[config.mk]
export PLATFORM = sky130hd
export DESIGN_NAME = row_bound_decoder
export DESIGN_NICKNAME = d
export VERILOG_FILES = /design/src/rtl/rbd_pkg.sv /design/src/rtl/rbd_regfile.sv /design/src/rtl/rbd_row_match.sv /design/src/rtl/rbd_out_reg.sv /design/src/rtl/row_bound_decoder.sv
export SDC_FILE = /design/constraint.sdc
export NUM_CORES = 1
export LEC_CHECK = 0
export ABC_AREA = 1
export BUFFER_PORTS_ARGS = -buffer_cell sky130_fd_sc_hd__buf_2
export CAP_MARGIN = 10
export CELL_PAD_IN_SITES_DETAIL_PLACEMENT = 1
export CELL_PAD_IN_SITES_GLOBAL_PLACEMENT = 1
export CORE_MARGIN = 2
export CORE_UTILIZATION = 37
export DETAILED_ROUTE_END_ITERATION = 12
export GPL_ROUTABILITY_DRIVEN = 0
export PLACE_DENSITY = 0.81
export SYNTH_ARGS = -nofsm -noshare
export SYNTH_HDL_FRONTEND = slang
export SYNTH_SLANG_ARGS = --single-unit
[constraint.sdc]
create_clock -name clk_i -period 1.9 [get_ports clk_i]
set_clock_uncertainty 0.2 [all_clocks]
set_input_delay 0.095 -clock clk_i [delete_from_list [all_inputs] [get_ports clk_i]]
set_output_delay 0.095 -clock clk_i [all_outputs]
set_load 0.01 [all_outputs]
[src/rtl/rbd_pkg.sv]
package rbd_pkg;
  typedef enum logic [1:0] {
    OFF_NONE = 2'd0,
    OFF_ROW  = 2'd1,
    OFF_RSVD = 2'd2
  } off_kind_e;
endpackage

[src/rtl/rbd_regfile.sv]
module rbd_regfile #(
  parameter int ROW_NUM  = 4,
  parameter int REG_NUM  = 8,
  parameter int OFF_W    = 8,
  parameter int REG_W    = 8,
  parameter int LIM_W    = 7,
  parameter int BASE_OFF = 'h60
) (
  input  logic                            clk_i,
  input  logic                            rst_ni,
  input  logic                            lock_i,
  input  logic                            we_i,
  input  logic [OFF_W-1:0]                addr_i,
  input  logic [LIM_W-1:0]                wdata_i,
  output logic [REG_W-1:0]                rdata_o,
  output logic [ROW_NUM-1:0][LIM_W-1:0]   bounds_o
);
  import rbd_pkg::*;

  localparam int IDX_W = (ROW_NUM > 1) ? $clog2(ROW_NUM) : 1;
  localparam logic [OFF_W-1:0] BASE_B = OFF_W'(BASE_OFF);
  localparam logic [OFF_W-1:0] REGN_B = OFF_W'(REG_NUM);
  localparam logic [OFF_W-1:0] ROWN_B = OFF_W'(ROW_NUM);

  logic [OFF_W-1:0] rel;
  off_kind_e        kind;
  logic [IDX_W-1:0] idx;

  assign rel = addr_i - BASE_B;
  assign idx = rel[IDX_W-1:0];

  always_comb begin
    kind = OFF_NONE;
    if (addr_i >= BASE_B && rel < REGN_B) begin
      kind = (rel < ROWN_B) ? OFF_ROW : OFF_RSVD;
    end
  end

  for (genvar g = 0; g < ROW_NUM; g++) begin : g_row
    logic wr_hit;
    assign wr_hit = we_i && !lock_i && (kind == OFF_ROW) && (idx == IDX_W'(g));
    always_ff @(posedge clk_i or negedge rst_ni) begin
      if (!rst_ni)     bounds_o[g] <= '0;
      else if (wr_hit) bounds_o[g] <= wdata_i;
    end
  end

  // bit 7 and reserved space read as zero
  always_comb begin
    rdata_o = '0;
    if (kind == OFF_ROW) rdata_o = {{(REG_W-LIM_W){1'b0}}, bounds_o[idx]};
  end
endmodule

[src/rtl/rbd_row_match.sv]
module rbd_row_match #(
  parameter int ROW_NUM = 4,
  parameter int LIM_W   = 7
) (
  input  logic [LIM_W-1:0]              field_i,
  input  logic [ROW_NUM-1:0][LIM_W-1:0] bounds_i,
  output logic [ROW_NUM-1:0]            sel_o,
  output logic                          miss_o
);
  logic [ROW_NUM-1:0] below;

  for (genvar g = 0; g < ROW_NUM; g++) begin : g_cmp
    assign below[g] = field_i < bounds_i[g];
  end

  // lowest row wins
  always_comb begin
    logic found;
    found = 1'b0;
    sel_o = '0;
    for (int i = 0; i < ROW_NUM; i++) begin
      if (below[i] && !found) begin
        sel_o[i] = 1'b1;
        found    = 1'b1;
      end
    end
    miss_o = !found;
  end
endmodule

[src/rtl/rbd_out_reg.sv]
module rbd_out_reg #(
  parameter int ROW_NUM = 4
) (
  input  logic               clk_i,
  input  logic               rst_ni,
  input  logic               valid_i,
  input  logic [ROW_NUM-1:0] sel_i,
  input  logic               miss_i,
  output logic               valid_o,
  output logic [ROW_NUM-1:0] sel_o,
  output logic               hit_o,
  output logic               miss_o
);
  always_ff @(posedge clk_i or negedge rst_ni) begin
    if (!rst_ni) begin
      valid_o <= 1'b0;
      sel_o   <= '0;
      hit_o   <= 1'b0;
      miss_o  <= 1'b0;
    end else begin
      valid_o <= valid_i;
      if (valid_i) begin
        sel_o  <= sel_i;
        hit_o  <= !miss_i;
        miss_o <= miss_i;
      end
    end
  end
endmodule

[src/rtl/row_bound_decoder.sv]
module row_bound_decoder #(
  parameter int ROW_NUM  = 4,
  parameter int REG_NUM  = 8,
  parameter int OFF_W    = 8,
  parameter int REG_W    = 8,
  parameter int LIM_W    = 7,
  parameter int ADDR_W   = 32,
  parameter int BASE_OFF = 'h60
) (
  input  logic               clk_i,
  input  logic               rst_ni,
  input  logic               lock_i,
  input  logic               reg_we_i,
  input  logic [OFF_W-1:0]   reg_addr_i,
  input  logic [REG_W-1:0]   reg_wdata_i,
  output logic [REG_W-1:0]   reg_rdata_o,
  input  logic               addr_valid_i,
  input  logic [ADDR_W-1:0]  addr_i,
  output logic               dec_valid_o,
  output logic [ROW_NUM-1:0] row_sel_o,
  output logic               hit_o,
  output logic               miss_o
);
  localparam int FIELD_LSB = ADDR_W - LIM_W;

  logic [ROW_NUM-1:0][LIM_W-1:0] bounds;
  logic [LIM_W-1:0]              field;
  logic [ROW_NUM-1:0]            sel_c;
  logic                          miss_c;
  logic                          unused_bits;

  assign field       = addr_i[ADDR_W-1:FIELD_LSB];
  assign unused_bits = ^{addr_i[FIELD_LSB-1:0], reg_wdata_i[REG_W-1:LIM_W]};

  rbd_regfile #(
    .ROW_NUM(ROW_NUM), .REG_NUM(REG_NUM), .OFF_W(OFF_W),
    .REG_W(REG_W), .LIM_W(LIM_W), .BASE_OFF(BASE_OFF)
  ) u_regs (
    .clk_i    (clk_i),
    .rst_ni   (rst_ni),
    .lock_i   (lock_i),
    .we_i     (reg_we_i),
    .addr_i   (reg_addr_i),
    .wdata_i  (reg_wdata_i[LIM_W-1:0]),
    .rdata_o  (reg_rdata_o),
    .bounds_o (bounds)
  );

  rbd_row_match #(.ROW_NUM(ROW_NUM), .LIM_W(LIM_W)) u_match (
    .field_i  (field),
    .bounds_i (bounds),
    .sel_o    (sel_c),
    .miss_o   (miss_c)
  );

  rbd_out_reg #(.ROW_NUM(ROW_NUM)) u_out (
    .clk_i   (clk_i),
    .rst_ni  (rst_ni),
    .valid_i (addr_valid_i),
    .sel_i   (sel_c),
    .miss_i  (miss_c),
    .valid_o (dec_valid_o),
    .sel_o   (row_sel_o),
    .hit_o   (hit_o),
    .miss_o  (miss_o)
  );
endmodule

==> metrics.txt <==
cells after synthesis=297; GR Overflow Total=0; ys async rst share=100%; Die X=83.2 um; Buf/Inv on CP=3; I/O Buffers=40; Cells after DPL=416; ANT nets after route=0; max-cap viol count=0; Power Total=1670 uW; drt wl/cell=14.6 um; Post-Route WL=6380 um; Tcrit/Tclk final=92.2%; Vias/cell=4.94; maximum number of pins on one net before global-route repair=36; PD cells=587 mW/mm^2; layout cell share with drive strength beyond 1=23.3%; Final Max Slew Viols=0; post-layout minimum cycle time=1.75 ns; drt first pass iters=4; Iter 0 DRT Violations=61; most common cell in the netlist=nand2_1; max_slew headroom=47.2%; syn_area_per_cell=7.82 sq um; Rows=28; first-pass GRT wire length=10800 um; Final Hold Vio Count=0; Max Fclk=571 MHz; Worst Tran Pin Value=0.792 ns; Crit. End Element=primary output; total global-route track usage=19.3%; Die ar.=0.00693 sq mm; dpl hpwl=4830 um; commonest cells in the netlist=nand2_1, inv_1, dfrtp_1; CP max-delay cell=ha_1; Clock transition at path regs=0.08 ns; crit-path cells=buf_2 > ha_1 > inv_1 > o211ai_1 > nor2_2 > nand2_2 > a31oi_1 > buf_2; vias in the first global route=2346; io pins=68; drt drc=0; data required time of the critical path=1.60 ns; Core ar.=0.00599 sq mm; cell area after layout=0.00285 sq mm; final worst slack=0.147 ns; critical path's most frequent cell=buf_2; Netlist cell types=24; Initial Util=38.8%; top cells by area, synth=dfrtp_1, nand2_1, ha_1; count of final setup violators=0; clock root cell=clkbuf_8; status=finished clean; Post-Place Cell Area=0.00265 sq mm; critical path type=in -> out; DR vias=2154; area leader, netlist=dfrtp_1; area delta synth->final=22.7%; Synth Flop Type=dfrtp_1; VDD IR max=0.000443 V; H-tree depth=2; Hold/Removal Path Class=in -> reg; ANT cells=0; Synth warnings=0; CTS buffer count=5; TritonCTS clock tree=yes; Syn Nets=375; number of synthesized register bits=35; Die Y=83.2 um; synthesized cell area=0.00232 sq mm; # nets final=438; Yosys top cell area share=37.7%; Non-Filler Instances=436; Clock Latency Late Sink=0.30 ns; Top delay family on crit path=simple AND/OR/NAND/NOR gates; Worst EP arrival=1.46 ns; Leak Pwr=0.00145 uW; Seq/Total Area, Yosys=37.7%; Crit path largest cell delay=0.27 ns; CTS sink count=35; RSZ-0062 raised after global routing=no; Critical Path Fanout Max=7; Place WS=0.0347 ns; worst-case clock buffer depth=2; antenna violations before repair=0; setup TNS=0 ns; Post-synth EDFFs=0; CP Launch Type=primary input
final timing paths:
check                                                      from                        endpoint  slack, ns  cells past startpoint
worst min-delay path                                     lock_i  u_regs.bounds_o[8]$_DFFE_PN0P_      0.004                      4
worst max-delay path                              reg_addr_i[5]                  reg_rdata_o[0]       0.15                      8
worst max register to register  u_regs.bounds_o[16]$_DFFE_PN0P_      u_out.sel_o[3]$_DFFE_PN0P_       0.18                      8
max in group asynchronous                                rst_ni  u_regs.bounds_o[5]$_DFFE_PN0P_       0.78                      2
min in group asynchronous                                rst_ni        u_out.miss_o$_DFFE_PN0P_       0.21                      2
worst min register to register       u_out.sel_o[3]$_DFFE_PN0P_      u_out.sel_o[3]$_DFFE_PN0P_       0.28                      2
per-stage QoR:
| stage | utilization (%) | hold WS [ns] |
|---|---|---|
| floorplan | - | -0.401 |
| global placement | 44.2 | 0.0209 |
| detailed placement | 44.2 | 0.0332 |
| CTS | 47.1 | 0.0130 |
| global route | 47.6 | 0.0529 |
| finish | 47.6 | 0.00410 |
cell families after synthesis:
kind of cell               share of synthesized area [%]
other                                              0.161
DFF                                                 37.7
buffers and inverters                               10.3
and+or+nand+nor                                     21.9
AOI/OAI and AO/OA                                   16.5
adders and majority gates                           13.5
registers in the layout, summed over array words and instances, names as in the netlist:
signal	cells
u_out.sel_o	4
u_out.miss_o	1
u_out.hit_o	1
u_out.valid_o	1
u_regs.bounds_o	28
placed cells by master, fill, tap and decap left out, types with 3 or more instances in the layout:
cell           count
a21oi_1            9
a22oi_1            7
a31oi_1            7
buf_2             40
buf_4             12
clkbuf_8           5
dfrtp_1           35
dlygate4sd3_1      9
ha_1              25
inv_1             53
nand2_1           99
nand3_1            4
nand4_2            4
nor2_1             8
nor2_2             3
o21ai_1           14
o21ai_2           14
power by group:
group / total [uW] / switching [uW] / internal (uW) / leakage (uW)
Clock: 571 / 315 / 256 / 0.0000402
Sequential: 801 / 24.5 / 777 / 0.000477
Combinational: 302 / 180 / 122 / 0.000932
per-layer routing:
| metal | vias up | wire (um) | global-route usage (%) |
|---|---|---|---|
| li1 | 1075 | - | - |
| met1 | 1032 | 2840 | 23.8 |
| met2 | 38 | 3230 | 34.5 |
| met3 | 9 | 239 | 3.98 |
| met4 | 0 | 61 | 4.32 |
| met5 | - | 0 | 0 |
worst min-delay path: stages:
cell and delay (ns):
buf_2 0.07, nor2_1 0.09, nand4_2 0.14, o21ai_1 0.06
cell type report:
class                      count  area (sq um)
inverter                      53           199
timing repair buffer          61           380
sequential                    35           876
fill                         750          3140
clock buffer                   5          68.8
clock inverter                 3          20.0
tap                           75          93.8
multi-input combinational    204          1210
repair_timing:
| item | CTS | global route |
|---|---|---|
| endpoints found under the hold margin | 69 | 0 |
| setup buffers | 0 | 3 |
| endpoints found under the setup margin | 0 | 9 |
| gates resized for setup | 0 | 2 |
| hold buffers | 9 | 0 |
(Power assumes the default switching activity.)
